**src/rtl/dma_stall_wdog_pkg.sv**
```systemverilog
`timescale 1ns/1ps
package dma_stall_wdog_pkg;

    // Per-cycle control fed to the idle counter
    typedef struct packed {
        logic enable;   // nonzero interval code
        logic run;      // channel has a transfer in progress
        logic access;   // bus access strobe this cycle
        logic clear;    // software clear this cycle
    } idle_ctl_t;

    // Events produced by the idle counter
    typedef struct packed {
        logic expire;   // threshold reached while armed
        logic at_sat;   // count is held at the threshold
    } idle_evt_t;

    // Exponent of the threshold for a nonzero interval code
    function automatic int unsigned thr_exp(input int unsigned code,
                                            input int unsigned base);
        return base + code;
    endfunction

    // Counter width able to hold the largest threshold
    function automatic int unsigned cnt_width(input int unsigned code_w,
                                              input int unsigned base);
        return thr_exp((1 << code_w) - 1, base) + 1;
    endfunction

endpackage

```
**src/rtl/wdg_thr_decode.sv**
```systemverilog
`timescale 1ns/1ps
module wdg_thr_decode
    import dma_stall_wdog_pkg::*;
#(
    parameter int unsigned CODE_W     = 3,
    parameter int unsigned BASE_SHIFT = 7,
    localparam int unsigned CNT_W     = cnt_width(CODE_W, BASE_SHIFT),
    localparam int unsigned NCODES    = 1 << CODE_W
) (
    input  logic [CODE_W-1:0] code,
    output logic              enable,
    output logic [CNT_W-1:0]  thr
);
    logic [CNT_W-1:0] lut [NCODES];

    assign lut[0] = '0;
    for (genvar g = 1; g < NCODES; g++) begin : g_thr
        assign lut[g] = CNT_W'(1) << thr_exp(g, BASE_SHIFT);
    end

    assign enable = (code != '0);
    assign thr    = lut[code];
endmodule

```
**src/rtl/wdg_idle_ctr.sv**
```systemverilog
`timescale 1ns/1ps
module wdg_idle_ctr
    import dma_stall_wdog_pkg::*;
#(
    parameter int unsigned CNT_W = 15
) (
    input  logic             clk,
    input  logic             rst,
    input  idle_ctl_t        ctl,
    input  logic [CNT_W-1:0] thr,
    input  logic             armed,
    output idle_evt_t        evt
);
    logic [CNT_W-1:0] cnt_q, cnt_d, cnt_inc;
    logic [CNT_W:0]   cnt_nxt_wide;
    logic             reach;

    always_comb begin
        cnt_nxt_wide = {1'b0, cnt_q} + 1'b1;
        reach        = (cnt_nxt_wide >= {1'b0, thr});
        cnt_inc      = reach ? thr : cnt_nxt_wide[CNT_W-1:0];

        evt.expire = ctl.enable && ctl.run && !ctl.access && armed && reach;
        evt.at_sat = ctl.enable && (cnt_q >= thr);

        if (ctl.access || ctl.clear || !ctl.enable) begin
            cnt_d = '0;
        end else if (ctl.run) begin
            cnt_d = cnt_inc;
        end else begin
            cnt_d = cnt_q;
        end
    end

    always_ff @(posedge clk) begin
        if (rst) cnt_q <= '0;
        else     cnt_q <= cnt_d;
    end

    AST_ACCESS_RESTART: assert property (@(posedge clk) disable iff (rst)
        ctl.access |=> (cnt_q == '0));

    AST_IDLE_PAUSE: assert property (@(posedge clk) disable iff (rst)
        (ctl.enable && !ctl.run && !ctl.access && !ctl.clear) |=> $stable(cnt_q));

    AST_DISABLE_ZERO: assert property (@(posedge clk) disable iff (rst)
        !ctl.enable |=> (cnt_q == '0));

    AST_RESET_ZERO: assert property (@(posedge clk)
        rst |=> (cnt_q == '0));
endmodule

```
**src/rtl/wdg_stall_flag.sv**
```systemverilog
`timescale 1ns/1ps
module wdg_stall_flag
    import dma_stall_wdog_pkg::*;
(
    input  logic      clk,
    input  logic      rst,
    input  idle_evt_t evt,
    input  logic      clr,
    input  logic      ie,
    output logic      flag,
    output logic      req
);
    logic flag_q;

    always_ff @(posedge clk) begin
        if (rst)             flag_q <= 1'b0;
        else if (evt.expire) flag_q <= 1'b1;   // set beats clear
        else if (clr)        flag_q <= 1'b0;
    end

    assign flag = flag_q;
    assign req  = flag_q & ie;

    AST_FLAG_STICKY: assert property (@(posedge clk) disable iff (rst)
        (flag_q && !clr) |=> flag_q);

    AST_SET_WINS: assert property (@(posedge clk) disable iff (rst)
        (evt.expire && clr) |=> flag_q);

    AST_CLEAR_TAKES: assert property (@(posedge clk) disable iff (rst)
        (clr && !evt.expire) |=> !flag_q);
endmodule

```
**src/rtl/dma_stall_wdog.sv**
```systemverilog
`timescale 1ns/1ps
module dma_stall_wdog
    import dma_stall_wdog_pkg::*;
#(
    parameter int unsigned CODE_W     = 3,
    parameter int unsigned BASE_SHIFT = 7
) (
    input  logic              clk,
    input  logic              rst,
    input  logic              chan_active,
    input  logic              bus_acc,
    input  logic [CODE_W-1:0] ivl_code,
    input  logic              err_ie,
    input  logic              stall_clr,
    output logic              stall_flag,
    output logic              err_req
);
    localparam int unsigned CNT_W = cnt_width(CODE_W, BASE_SHIFT);

    logic             enable;
    logic [CNT_W-1:0] thr;
    idle_ctl_t        ctl;
    idle_evt_t        evt;

    wdg_thr_decode #(
        .CODE_W     (CODE_W),
        .BASE_SHIFT (BASE_SHIFT)
    ) u_dec (
        .code   (ivl_code),
        .enable (enable),
        .thr    (thr)
    );

    always_comb begin
        ctl.enable = enable;
        ctl.run    = chan_active;
        ctl.access = bus_acc;
        ctl.clear  = stall_clr;
    end

    wdg_idle_ctr #(
        .CNT_W (CNT_W)
    ) u_ctr (
        .clk   (clk),
        .rst   (rst),
        .ctl   (ctl),
        .thr   (thr),
        .armed (!stall_flag),
        .evt   (evt)
    );

    wdg_stall_flag u_flag (
        .clk  (clk),
        .rst  (rst),
        .evt  (evt),
        .clr  (stall_clr),
        .ie   (err_ie),
        .flag (stall_flag),
        .req  (err_req)
    );

    AST_OFF_NO_SET: assert property (@(posedge clk) disable iff (rst)
        ((ivl_code == '0) && !stall_flag) |=> !stall_flag);

    AST_REQ_GATED: assert property (@(posedge clk) disable iff (rst)
        !err_ie |-> !err_req);

    AST_RESET_QUIET: assert property (@(posedge clk)
        rst |=> (!stall_flag && !err_req));

    AST_SAT_FLAGGED: assert property (@(posedge clk) disable iff (rst)
        (evt.at_sat && chan_active && !bus_acc && !stall_clr) |=> stall_flag);
endmodule

```
**config.mk**
```make
export PLATFORM = sky130hd
export DESIGN_NAME = dma_stall_wdog
export DESIGN_NICKNAME = d
export VERILOG_FILES = /design/src/rtl/dma_stall_wdog_pkg.sv /design/src/rtl/wdg_thr_decode.sv /design/src/rtl/wdg_idle_ctr.sv /design/src/rtl/wdg_stall_flag.sv /design/src/rtl/dma_stall_wdog.sv
export SDC_FILE = /design/constraint.sdc
export NUM_CORES = 1
export LEC_CHECK = 0
export BUFFER_PORTS_ARGS = -buffer_cell sky130_fd_sc_hd__buf_4
export CORE_MARGIN = 10
export CORE_UTILIZATION = 67
export CTS_BUF_LIST = sky130_fd_sc_hd__clkbuf_16
export CTS_CLUSTER_DIAMETER = 200
export CTS_CLUSTER_SIZE = 8
export DETAILED_ROUTE_END_ITERATION = 16
export HOLD_SLACK_MARGIN = 0.12
export MAX_ROUTING_LAYER = met4
export PLACE_DENSITY = 0.86
export SLEW_MARGIN = 20
export SYNTH_ARGS = -nofsm -noshare
export SYNTH_HDL_FRONTEND = slang
export SYNTH_HIERARCHICAL = 1
export SYNTH_SLANG_ARGS = --single-unit
```
**constraint.sdc**
```tcl
create_clock -name clk -period 8.9 [get_ports clk]
set_clock_uncertainty 0.2 [all_clocks]
set_input_delay 1.335 -clock clk [delete_from_list [all_inputs] [get_ports clk]]
set_output_delay 1.335 -clock clk [all_outputs]
set_load 0.05 [all_outputs]
```
Word level (Yosys, flattened, before mapping). Memories as Yosys holds them, arrays and structs flattened. Cells that the tools add are included.

Add/sub/neg operators: 1. Order comparisons: 2. Multiplexer cells: 5. Bitwise logic cells: 2. Reductions and logical operators: 12.

Operator list (count): $mux W15 (3); $add A15 B1 Y16 const B (1); $ge A16 B15 Y1 (1); $ge A4 B4 Y1 const B (1); $logic_and A1 B1 Y1 (4); $not A3 Y4 (1); $logic_not A1 Y1 (3); $reduce_bool A3 Y1 (1); $logic_or A1 B1 Y1 (2); $mux W1 (2); $reduce_bool A2 Y1 (1); $reduce_or A2 Y1 (1); $and A1 B1 Y1 (1).

Flip-flop bits (word level): 16. ROM bits: 120. Input port bits: 9. Memories kept: 1.

Memory list: (no name shown) (words 8, width 15, rd ports 1, clocked after Yosys merged registers in 0, write ports 0, line wdg_thr_decode.sv:22) `assign thr = lut[code];`.

Logic depth before layout (Yosys ltp). Gate-level depths: netlist of run 1.

Depth after elaboration: 7. Depth in mapped cells: 16. Depth with buffers taken out: 14.

Hierarchy. Netlist of run 1, hierarchy kept.

By module, submodules not included: wdg_idle_ctr (instances 1, cells an instance 232, area each 1889.3 µm², sequential area each 300.3 µm²); wdg_thr_decode (instances 1, cells an instance 17, area each 130.1 µm², sequential area each 0.0 µm²); wdg_stall_flag (instances 1, cells an instance 5, area each 45.0 µm², sequential area each 20.0 µm²); dma_stall_wdog (instances 1, cells an instance 1, area each 3.8 µm², sequential area each 0.0 µm²).

Worst setup path before layout of run 1. Ideal clock, no wire load.

Kind: input port to flip-flop. Start point: in ivl_code[0]. End point: reg u_flag.flag_q, in the netlist u_flag/flag. Library setup time: 0.066 ns. Arrival time: 3.599 ns. Required time: 8.634 ns. Slack: 5.035 ns. Cell stages on the path: 12. Path buffers: 2. Cell sequence: nor3b_1 inv_1 ha_1 nand2_1 or3_1 or4_4 and4_1 buf_6 buf_6 nor3_2 inv_1 a21oi_2.

RTL lines: start: declaration (line dma_stall_wdog.sv:12) `input logic [CODE_W-1:0] ivl_code,`; end signal: assignment (line wdg_stall_flag.sv:16) `if (rst) flag_q <= 1'b0;`; end signal: assignment (line wdg_stall_flag.sv:17) `else if (evt.expire) flag_q <= 1'b1;`; end signal: assignment (line wdg_stall_flag.sv:18) `else if (clr) flag_q <= 1'b0;`; end: declaration (line wdg_stall_flag.sv:13) `logic flag_q;`.

Final worst setup path of run 1.
Start point: reg u_ctr.cnt_q[0]. End point: reg u_ctr.cnt_q[6].

Longest elaborated chain between the ends: 3.

Ends and longest elaborated chain: start: declaration (line wdg_idle_ctr.sv:14) `logic [CNT_W-1:0] cnt_q, cnt_d, cnt_inc;`; start signal: assignment (line wdg_idle_ctr.sv:37) `else cnt_q <= cnt_d;`; $add A15 B1 Y16 (*) (line wdg_idle_ctr.sv:19) `cnt_nxt_wide = {1'b0, cnt_q} + 1'b1;`; $ge A16 B15 Y1 (line wdg_idle_ctr.sv:20) `reach = (cnt_nxt_wide >= {1'b0, thr});`; $mux W15 (*) (line wdg_idle_ctr.sv:21) `cnt_inc = reach ? thr : cnt_nxt_wide[CNT_W-1:0];`.

Every way passes the cells marked *; elsewhere a longest branch is shown, timed or not. A chain may end at the register's enable or synchronous reset.

==> impl_metrics.toml, run 1 <==
[layout]
drive_above_1_share = 0.128
regArea_sq_um = 320
layout-area-overhead-vs-synth_pct = 3.61
antennaDiodeCount = 0
final_nets = 245
fillers = 199
final_cells = 248
multi_input_area_sq_um = 1250

[global_route]
overflow = 0
busiest_layer = "met2"
met3_usage = 0.0289
antenna_found_initial = 0
grt_pass1_wl_microns = 7150
grt_pass1_vias = 1595
grt_use_met2 = 0.275
grt_usage = 0.167
grt_max_degree = 45
use_met1 = 0.191

[clock_tree]
cts.sinks = 16
clkTransAtPathRegs_ns = 0.05
cts_htree_levels = 1
clockBufferDepth = 2
cts_buffers = 3
root_buffer = "clkbuf_16"
ctsHoldBuffers = 0
cts_setup_buffers = 0
cts_tree = "built"
worstSkewPairLatency_ns = 0.25
post_cts_resized = 0

[timing]
fin_hold_ws_ns = 0.315
worstMarginPinSlew_ns = 0.874
fin_crit_sh = 0.486
hold_viol = 0
period_needed_ns = 4.32
max_slew_margin = 0.413
setup_viol = 0
worst_slack_ns = 4.58
fmax_mhz = 231
slew_violations = 0
tns_ns = 0
rsz0062_at_grt = "no"

[yosys]
avgSynthCellArea_sq_um = 8.14
ys.warnings.count = 6
syn_inst = 217
syn_area_sq_um = 1770

[place]
place_hpwl_microns = 2810
pre_cts_ws_ns = 4.59
io_buffers = 10
gp_congestion = 0.900
placed_cells_incl_taps = 244

[pwr]
p_int_uw = 140
switching_power_uw = 43.8
combPwrFrac = 0.110
pwr-share-seq = 0.394
p_total_uw = 184
swShare = 0.238
ir_worst_vdd_v = 0.0000797
power.density_nw_per_um2 = 100
pwr-share-clk = 0.497
p_leak_uw = 0.000695

[worst_setup_path]
critPathSlowestCell = "or4_4"
crit_required_ns = 8.80
critPathArrivalTime_ns = 4.22
critPathTopFamily = "simple AND/OR/NAND/NOR gates"
ff2ff_setup_slack_ns = 4.58
cp_cell_sequence = "ha_1, nand3_1, nor3_2, nand4_1, xnor2_1, ha_1, nand3_1, or3_1, or4_4, and4_1, nand4b_1, a31oi_1"
startpoint_type = "flop"
cp-end-kind = "flop"
slowest_delay_ns = 0.54
cp_num_buf_inv = 0
crit_fanout = 23
crit_type = "reg -> reg"

[die]
io_pins = 11
start_util = 0.706
coreArea_sq_um = 2500
die_height_microns = 71.3
fp-row-count = 18
die_w_microns = 71.3
dieArea_sq_um = 5090

[outcome]
status = "finished, final reports clean"

[drt]
ant_nets = 0
wl_per_cell_microns = 16.6
drtIter0Drc = 180
first_pass_iters = 4
drc = 0
vias_per_cell = 6.60
vias = 1636
wl_microns = 4110

[worst_hold_path]
hold_path.class = "reg -> reg"

[run]
maxCapViolations = 0
-- registers in the layout (all words and copies together) (netlist names) --
| signal | cells |
|---|---|
| u_ctr/cnt_q | 15 |
| u_flag/flag | 1 |
-- metal layers --
layer	share of wire	routed length (microns)	vias to the layer above
met2	0.49	2010	69
met1	0.43	1750	777
met4	0.023	93	0
li1	-	-	778
met5	0	0	-
met3	0.062	255	12
-- metrics by stage --
stage	util	instance area (sq um)
after floorplan	-	1790
after global placement	0.700	1750
after detailed placement	0.700	1750
after CTS	0.732	1830
after global routing	0.732	1830
final	0.732	1830
-- cells in the final DEF (no fill, tap or decap), types with 3 or more instances in the layout --
cell type,n
nand2_1,10
inv_1,18
and3b_2,3
or4b_1,5
buf_4,10
nor2_1,6
a31oi_1,26
nand4b_1,8
ha_1,17
xnor2_1,6
nor2b_1,13
or3_1,3
xor2_1,7
nand3_1,13
a21oi_1,4
nor3b_1,3
nand3b_1,7
nand4_1,3
dfxtp_1,16
conb_1,8
clkbuf_16,3
-- final cells by class --
class / count / share of cell area
timing repair buffer: 10 / 0.0410
inverter: 18 / 0.0369
clock buffer: 3 / 0.0410
sequential: 16 / 0.175
tap: 30 / 0.0205
multi-input combinational: 170 / 0.683
clock inverter: 1 / 0.00205
-- worst paths after layout --
kind / from / endpoint / depth (start not counted)
max: u_ctr/cnt_q[0]$_SDFFE_PP0P_ / u_ctr/cnt_q[6]$_SDFFE_PP0P_ / 12
min: u_flag/flag$_SDFFE_PP0P_ / u_flag/flag$_SDFFE_PP0P_ / 2
max reg2reg: u_ctr/cnt_q[0]$_SDFFE_PP0P_ / u_ctr/cnt_q[6]$_SDFFE_PP0P_ / 12
min reg2reg: u_flag/flag$_SDFFE_PP0P_ / u_flag/flag$_SDFFE_PP0P_ / 2
-- worst min-delay path: stages, from the launching register on --
cell and delay (ns):
dfxtp_1 0.33, nand2b_1 0.09, a21oi_2 0.05
-- power by group through the flow --
stage	Combinational (uW)	Clock (uW)	Sequential, uW
finish	20.1	91.1	72.2
global route	22.5	96.3	72.2
CTS	19.6	92.4	72.2
detailed placement	19.2	0	73.8
global placement	18.5	0	73.7
floorplan	16.1	0	73.7
Power figures use the tool's default switching activity.
==> run 2, diff against run 1 <==
--- a/config.mk
+++ b/config.mk
@@ -7,14 +7,14 @@
 export LEC_CHECK = 0
 export BUFFER_PORTS_ARGS = -buffer_cell sky130_fd_sc_hd__buf_4
 export CORE_MARGIN = 10
-export CORE_UTILIZATION = 67
+export CORE_UTILIZATION = 56
 export CTS_BUF_LIST = sky130_fd_sc_hd__clkbuf_16
 export CTS_CLUSTER_DIAMETER = 200
 export CTS_CLUSTER_SIZE = 8
 export DETAILED_ROUTE_END_ITERATION = 16
 export HOLD_SLACK_MARGIN = 0.12
 export MAX_ROUTING_LAYER = met4
-export PLACE_DENSITY = 0.86
+export PLACE_DENSITY = 0.77
 export SLEW_MARGIN = 20
 export SYNTH_ARGS = -nofsm -noshare
 export SYNTH_HDL_FRONTEND = slang
==> constraint.sdc (replaced) <==
create_clock -name clk -period 3.5 [get_ports clk]
set_clock_uncertainty 0.2 [all_clocks]
set_input_delay 0.525 -clock clk [delete_from_list [all_inputs] [get_ports clk]]
set_output_delay 0.525 -clock clk [all_outputs]
set_load 0.05 [all_outputs]
==> run 2 against run 1 <==
  * Critical path depth grew 1
  * Die area is 14% higher
  * First-iteration DRC count fell by 23%
  * The flow now finishes with violations (setup timing)
  * Flip-flop and latch count unchanged
  * Sequential power grew to 2.5 times the previous value
  * Non-clock buffer count increased by 22
  * Final cell count up 15%
  * Largest cell class unchanged
  * Power grew to 2.5 times the previous value
  * Worst hold slack worse by 0.082 ns
  * Sequential share of layout area down 2.0 points
  * Final area grew 17%
  * Combinational power increased to 2.9 times the previous value
==> impl_metrics.toml, run 2 (same netlist as run 1, synthesis figures left out) <==
[worst_setup_path]
crit_fanout = 10
crit_type = "reg -> reg"
critPathArrivalTime_ns = 3.43
cp-end-kind = "flop"
startpoint_type = "flop"
crit_required_ns = 3.40

[clock_tree]
root_buffer = "clkbuf_16"
clockBufferDepth = 2
cts_buffers = 3
ctsHoldBuffers = 0
cts.sinks = 16
clkTransAtPathRegs_ns = 0.05
worstSkewPairLatency_ns = 0.25
cts_tree = "built"
cts_htree_levels = 1

[timing]
fmax_mhz = 283
setup_viol = 3
hold_viol = 0
worst_slack_ns = -0.0323
slew_violations = 0
fin_crit_sh = 1.01
worstMarginPinSlew_ns = 0.631
max_slew_margin = 0.579
rsz0062_at_grt = "yes"
tns_ns = -0.0374
period_needed_ns = 3.53

[global_route]
use_met1 = 0.178
busiest_layer = "met2"
grt_pass1_wl_microns = 7070
grt_usage = 0.141
grt_use_met2 = 0.234
met3_usage = 0.0177
overflow = 0
grt_max_degree = 45
grt_pass1_vias = 1575
antenna_found_initial = 0

[layout]
layout_common_cells = "buf_4, a31oi_1, inv_1"
top_register = "u_ctr/cnt_q"
layout-area-overhead-vs-synth_pct = 20.8
drive_above_1_share = 0.267
final_nets = 267
final_cell_area_sq_um = 2130
fin_util = 0.704
largest_reg_flops = 15
antennaDiodeCount = 0

[die]
die_height_microns = 76.1
fp-row-count = 20
start_util = 0.583
io_pins = 11
coreArea_sq_um = 3030
dieArea_sq_um = 5800
die_w_microns = 76.1

[drt]
vias_per_cell = 5.81
vias = 1649
ant_nets = 0
first_pass_iters = 4
drtIter0Drc = 138
drc = 0
wl_microns = 4210
wl_per_cell_microns = 14.8

[outcome]
status = "finished with violations"
violations = "setup timing"

[place]
place_hpwl_microns = 2870
placed_area_sq_um = 1930
io_buffers = 10
gp_congestion = 0.893
pre_cts_ws_ns = -0.0230

[pwr]
power.density_nw_per_um2 = 217
ir_worst_vdd_v = 0.000173
p_leak_uw = 0.000866

[run]
maxCapViolations = 0

[worst_hold_path]
hold_path.class = "in -> reg"
==> run 2: cell count changes in the layout (fill, tap and decap cells not counted), sizes merged <==
cell | before | now
buf | 10 | 32
==> run 2: where the power goes <==
group / internal, uW / switching [uW] / leakage (uW) / total [uW]
combinational: 24.7 / 32.6 / 0.000696 / 57.3
sequential: 182 / 0.851 / 0.000131 / 183
clock: 151 / 71.1 / 0.0000385 / 223
==> run 2: layout make-up <==
cell class                 count  area [sq um]
clock buffer                   3          75.1
clock inverter                 1          3.75
fill                         251           896
inverter                      18          67.6
multi-input combinational    170          1340
sequential                    16           330
tap                           44          55.1
timing repair buffer          32           256
==> run 2: per-layer routing <==
metal | vias up | share of wire
li1 | 826 | -
met1 | 785 | 0.45
met2 | 36 | 0.51
met3 | 2 | 0.037
met4 | 0 | 0.0064
met5 | - | 0
==> run 2: through the flow <==
stage	hold slack (ns)	total power, uW	instances
2_1_floorplan	0.295	229	224
3_3_place_gp	0.309	240	274
3_5_place_dp	0.307	240	274
4_1_cts	0.232	462	279
5_1_grt	0.235	484	284
6_report	0.233	463	284
==> run 2: worst paths after layout <==
| path | start | to | slack [ns] | cells after the start |
|---|---|---|---|---|
| setup reg to reg | u_ctr/cnt_q[0]$_SDFFE_PP0P_ | u_ctr/cnt_q[2]$_SDFFE_PP0P_ | -0.03 | 13 |
| hold reg to reg | u_flag/flag$_SDFFE_PP0P_ | u_flag/flag$_SDFFE_PP0P_ | 0.31 | 2 |
| hold / removal | rst | u_flag/flag$_SDFFE_PP0P_ | 0.23 | 2 |
| setup / recovery | u_ctr/cnt_q[0]$_SDFFE_PP0P_ | u_ctr/cnt_q[2]$_SDFFE_PP0P_ | -0.03 | 13 |
==> run 2: critical path, stage by stage, from the launching register on <==
cell	delay, ns
dfxtp_4	0.37
ha_4	0.16
nand3_4	0.12
nor3_4	0.29
nand4_1	0.19
xnor2_1	0.17
ha_1	0.35
nand3_2	0.10
or3_4	0.34
or4_4	0.51
and4_4	0.23
buf_6	0.14
nand4b_1	0.11
a31oi_1	0.10
==> run 2: timing repair <==
item                                    4_1_cts  5_1_grt
setup buffers                                 1        4
gates cloned                                  0        1
pin swaps                                     3       20
endpoints found under the setup margin       15       16
resized for setup                             5       16
==> run 3, diff against run 2 <==
--- a/config.mk
+++ b/config.mk
@@ -7,14 +7,14 @@
 export LEC_CHECK = 0
 export BUFFER_PORTS_ARGS = -buffer_cell sky130_fd_sc_hd__buf_4
 export CORE_MARGIN = 10
-export CORE_UTILIZATION = 56
+export CORE_UTILIZATION = 62
 export CTS_BUF_LIST = sky130_fd_sc_hd__clkbuf_16
 export CTS_CLUSTER_DIAMETER = 200
 export CTS_CLUSTER_SIZE = 8
 export DETAILED_ROUTE_END_ITERATION = 16
 export HOLD_SLACK_MARGIN = 0.12
 export MAX_ROUTING_LAYER = met4
-export PLACE_DENSITY = 0.77
+export PLACE_DENSITY = 0.81
 export SLEW_MARGIN = 20
 export SYNTH_ARGS = -nofsm -noshare
 export SYNTH_HDL_FRONTEND = slang
==> constraint.sdc (replaced) <==
create_clock -name clk -period 3.3 [get_ports clk]
set_clock_uncertainty 0.2 [all_clocks]
set_input_delay 0.495 -clock clk [delete_from_list [all_inputs] [get_ports clk]]
set_output_delay 0.495 -clock clk [all_outputs]
set_load 0.05 [all_outputs]
==> run 3 against run 2 <==
  * Register-to-register slack worse by 0.15 ns
  * Critical endpoint is now u_ctr/cnt_q[9]$_SDFFE_PP0P_
  * Setup slack worse by 0.15 ns
  * Sequential power up 6%
  * First-iteration DRC count up 110%
  * Count of clock-buffer cells in the layout stayed put
  * The flow still finishes with violations (setup timing)
  * Die area decreased by 7.2%
  * Fmax is 1.6% higher
  * Largest power group unchanged
  * Utilization rose by 12 points
==> impl_metrics.toml, run 3 (same netlist as run 1, synthesis figures left out) <==
[drt]
wl_per_cell_microns = 20.6
ant_nets = 0
first_pass_iters = 5
vias = 1948
wl_microns = 5970
drc = 0
vias_per_cell = 6.72
drtIter0Drc = 295

[die]
dieArea_sq_um = 5380
die_w_microns = 73.4
io_pins = 11
coreArea_sq_um = 2730
fp-row-count = 19
die_height_microns = 73.4
start_util = 0.646

[clock_tree]
cts_tree = "built"
ctsHoldBuffers = 0
worstSkewPairLatency_ns = 0.26
root_buffer = "clkbuf_16"
cts.sinks = 16
clkTransAtPathRegs_ns = 0.05
clockBufferDepth = 2
cts_htree_levels = 1
cts_buffers = 3

[layout]
final_cell_area_sq_um = 2260
layout_common_cells = "buf_4, a31oi_1, inv_1"
mostFrequentLayoutCell = "buf_4"
antennaDiodeCount = 0
top_register = "u_ctr/cnt_q"
drive_above_1_share = 0.309
layout-area-overhead-vs-synth_pct = 27.9
largest_reg_flops = 15
final_nets = 286

[timing]
worstMarginPinSlew_ns = 0.660
worst_slack_ns = -0.177
tns_ns = -1.82
fin_hold_ws_ns = 0.190
max_slew_margin = 0.560
slew_violations = 0
rsz0062_at_grt = "yes"
period_needed_ns = 3.48
fmax_mhz = 288
fin_crit_sh = 1.05
hold_viol = 0
setup_viol = 16

[worst_setup_path]
crit_required_ns = 3.26
cp-end-kind = "flop"
crit_fanout = 6
worstReg2RegEnd = "u_ctr/cnt_q[9]$_SDFFE_PP0P_"
ff2ff_setup_slack_ns = -0.18
critPathArrivalTime_ns = 3.44
r2r-start = "u_ctr/cnt_q[1]$_SDFFE_PP0P_"
worstSetupStartpoint = "u_ctr/cnt_q[1]$_SDFFE_PP0P_"
crit_end = "u_ctr/cnt_q[9]$_SDFFE_PP0P_"
crit_type = "reg -> reg"
startpoint_type = "flop"
worstRegToRegCells = 13

[pwr]
swShare = 0.247
ir_worst_vdd_v = 0.000384
power.density_nw_per_um2 = 224
p_total_uw = 505
p_int_uw = 380
pwr-share-seq = 0.384
pwr-share-clk = 0.487
p_leak_uw = 0.000963
combPwrFrac = 0.129
switching_power_uw = 124

[outcome]
status = "finished with violations"
violations = "setup timing"

[global_route]
grt_pass1_wl_microns = 8260
antenna_found_initial = 0
grt_max_degree = 45
overflow = 0
grt_pass1_vias = 1747
grt_usage = 0.199

[place]
gp_congestion = 0.934
place_hpwl_microns = 3410
placed_area_sq_um = 2010
io_buffers = 10

[worst_hold_path]
hold_path.class = "in -> reg"

[run]
maxCapViolations = 0
## run 3: cell type report
type | instances | area (sq um)
Multi-Input combinational cell | 170 | 1340
Fill cell | 149 | 477
Timing Repair Buffer | 51 | 409
Sequential cell | 16 | 328
Clock buffer | 3 | 75.1
Inverter | 18 | 67.6
Tap cell | 31 | 38.8
Clock inverter | 1 | 3.75
## run 3: layer usage
layer  wire, microns  GRT usage
met2            2940      0.355
met4             331     0.0807
met1            2140      0.209
met3             559     0.0377
met5               0          -
## run 3: what timing repair did
item / in CTS / in global routing
buffers inserted: 2 / 10
endpoints found under the setup margin: 16 / 16
gates resized for setup: 8 / 11
pin swaps: 7 / 17
## run 3: how the worst min path moves through the flow
stage                                       from                            to  slack, ns  depth (start not counted)
finish                                       rst      u_flag/flag$_SDFFE_PP0P_       0.19                          2
global route                                 rst      u_flag/flag$_SDFFE_PP0P_       0.18                          2
CTS                                          rst      u_flag/flag$_SDFFE_PP0P_       0.19                          2
detailed placement      u_flag/flag$_SDFFE_PP0P_      u_flag/flag$_SDFFE_PP0P_       0.30                          2
global placement        u_flag/flag$_SDFFE_PP0P_      u_flag/flag$_SDFFE_PP0P_       0.29                          2
floorplan           u_ctr/cnt_q[14]$_SDFFE_PP0P_  u_ctr/cnt_q[14]$_SDFFE_PP0P_       0.29                          2
## run 3: power groups by stage
stage,Sequential (uW),Combinational (uW),Clock [uW]
after floorplan,198,43.8,0
after global placement,198,52.6,0
after detailed placement,198,55.1,0
after CTS,194,58.5,245
after global routing,194,70.2,264
final,194,65.2,246
## run 3: critical path: stages, from the launching register on
cell,delay (ns)
dfxtp_4,0.37
ha_4,0.15
nand3_4,0.09
nor3_4,0.29
nand4_1,0.20
xnor2_1,0.18
ha_1,0.32
nand3_2,0.11
or3_4,0.36
or4_4,0.44
nand4_4,0.17
buf_4,0.16
a31oi_1,0.11
a31oi_1,0.24
## run 3: stage by stage
step                 util  std cells  setup slack, ns
CTS                 0.782        280         0.000538
finish              0.826        290           -0.177
global route        0.826        290           -0.282
global placement    0.735        274          -0.0587
floorplan               -        224           0.0527
detailed placement  0.735        274           -0.116
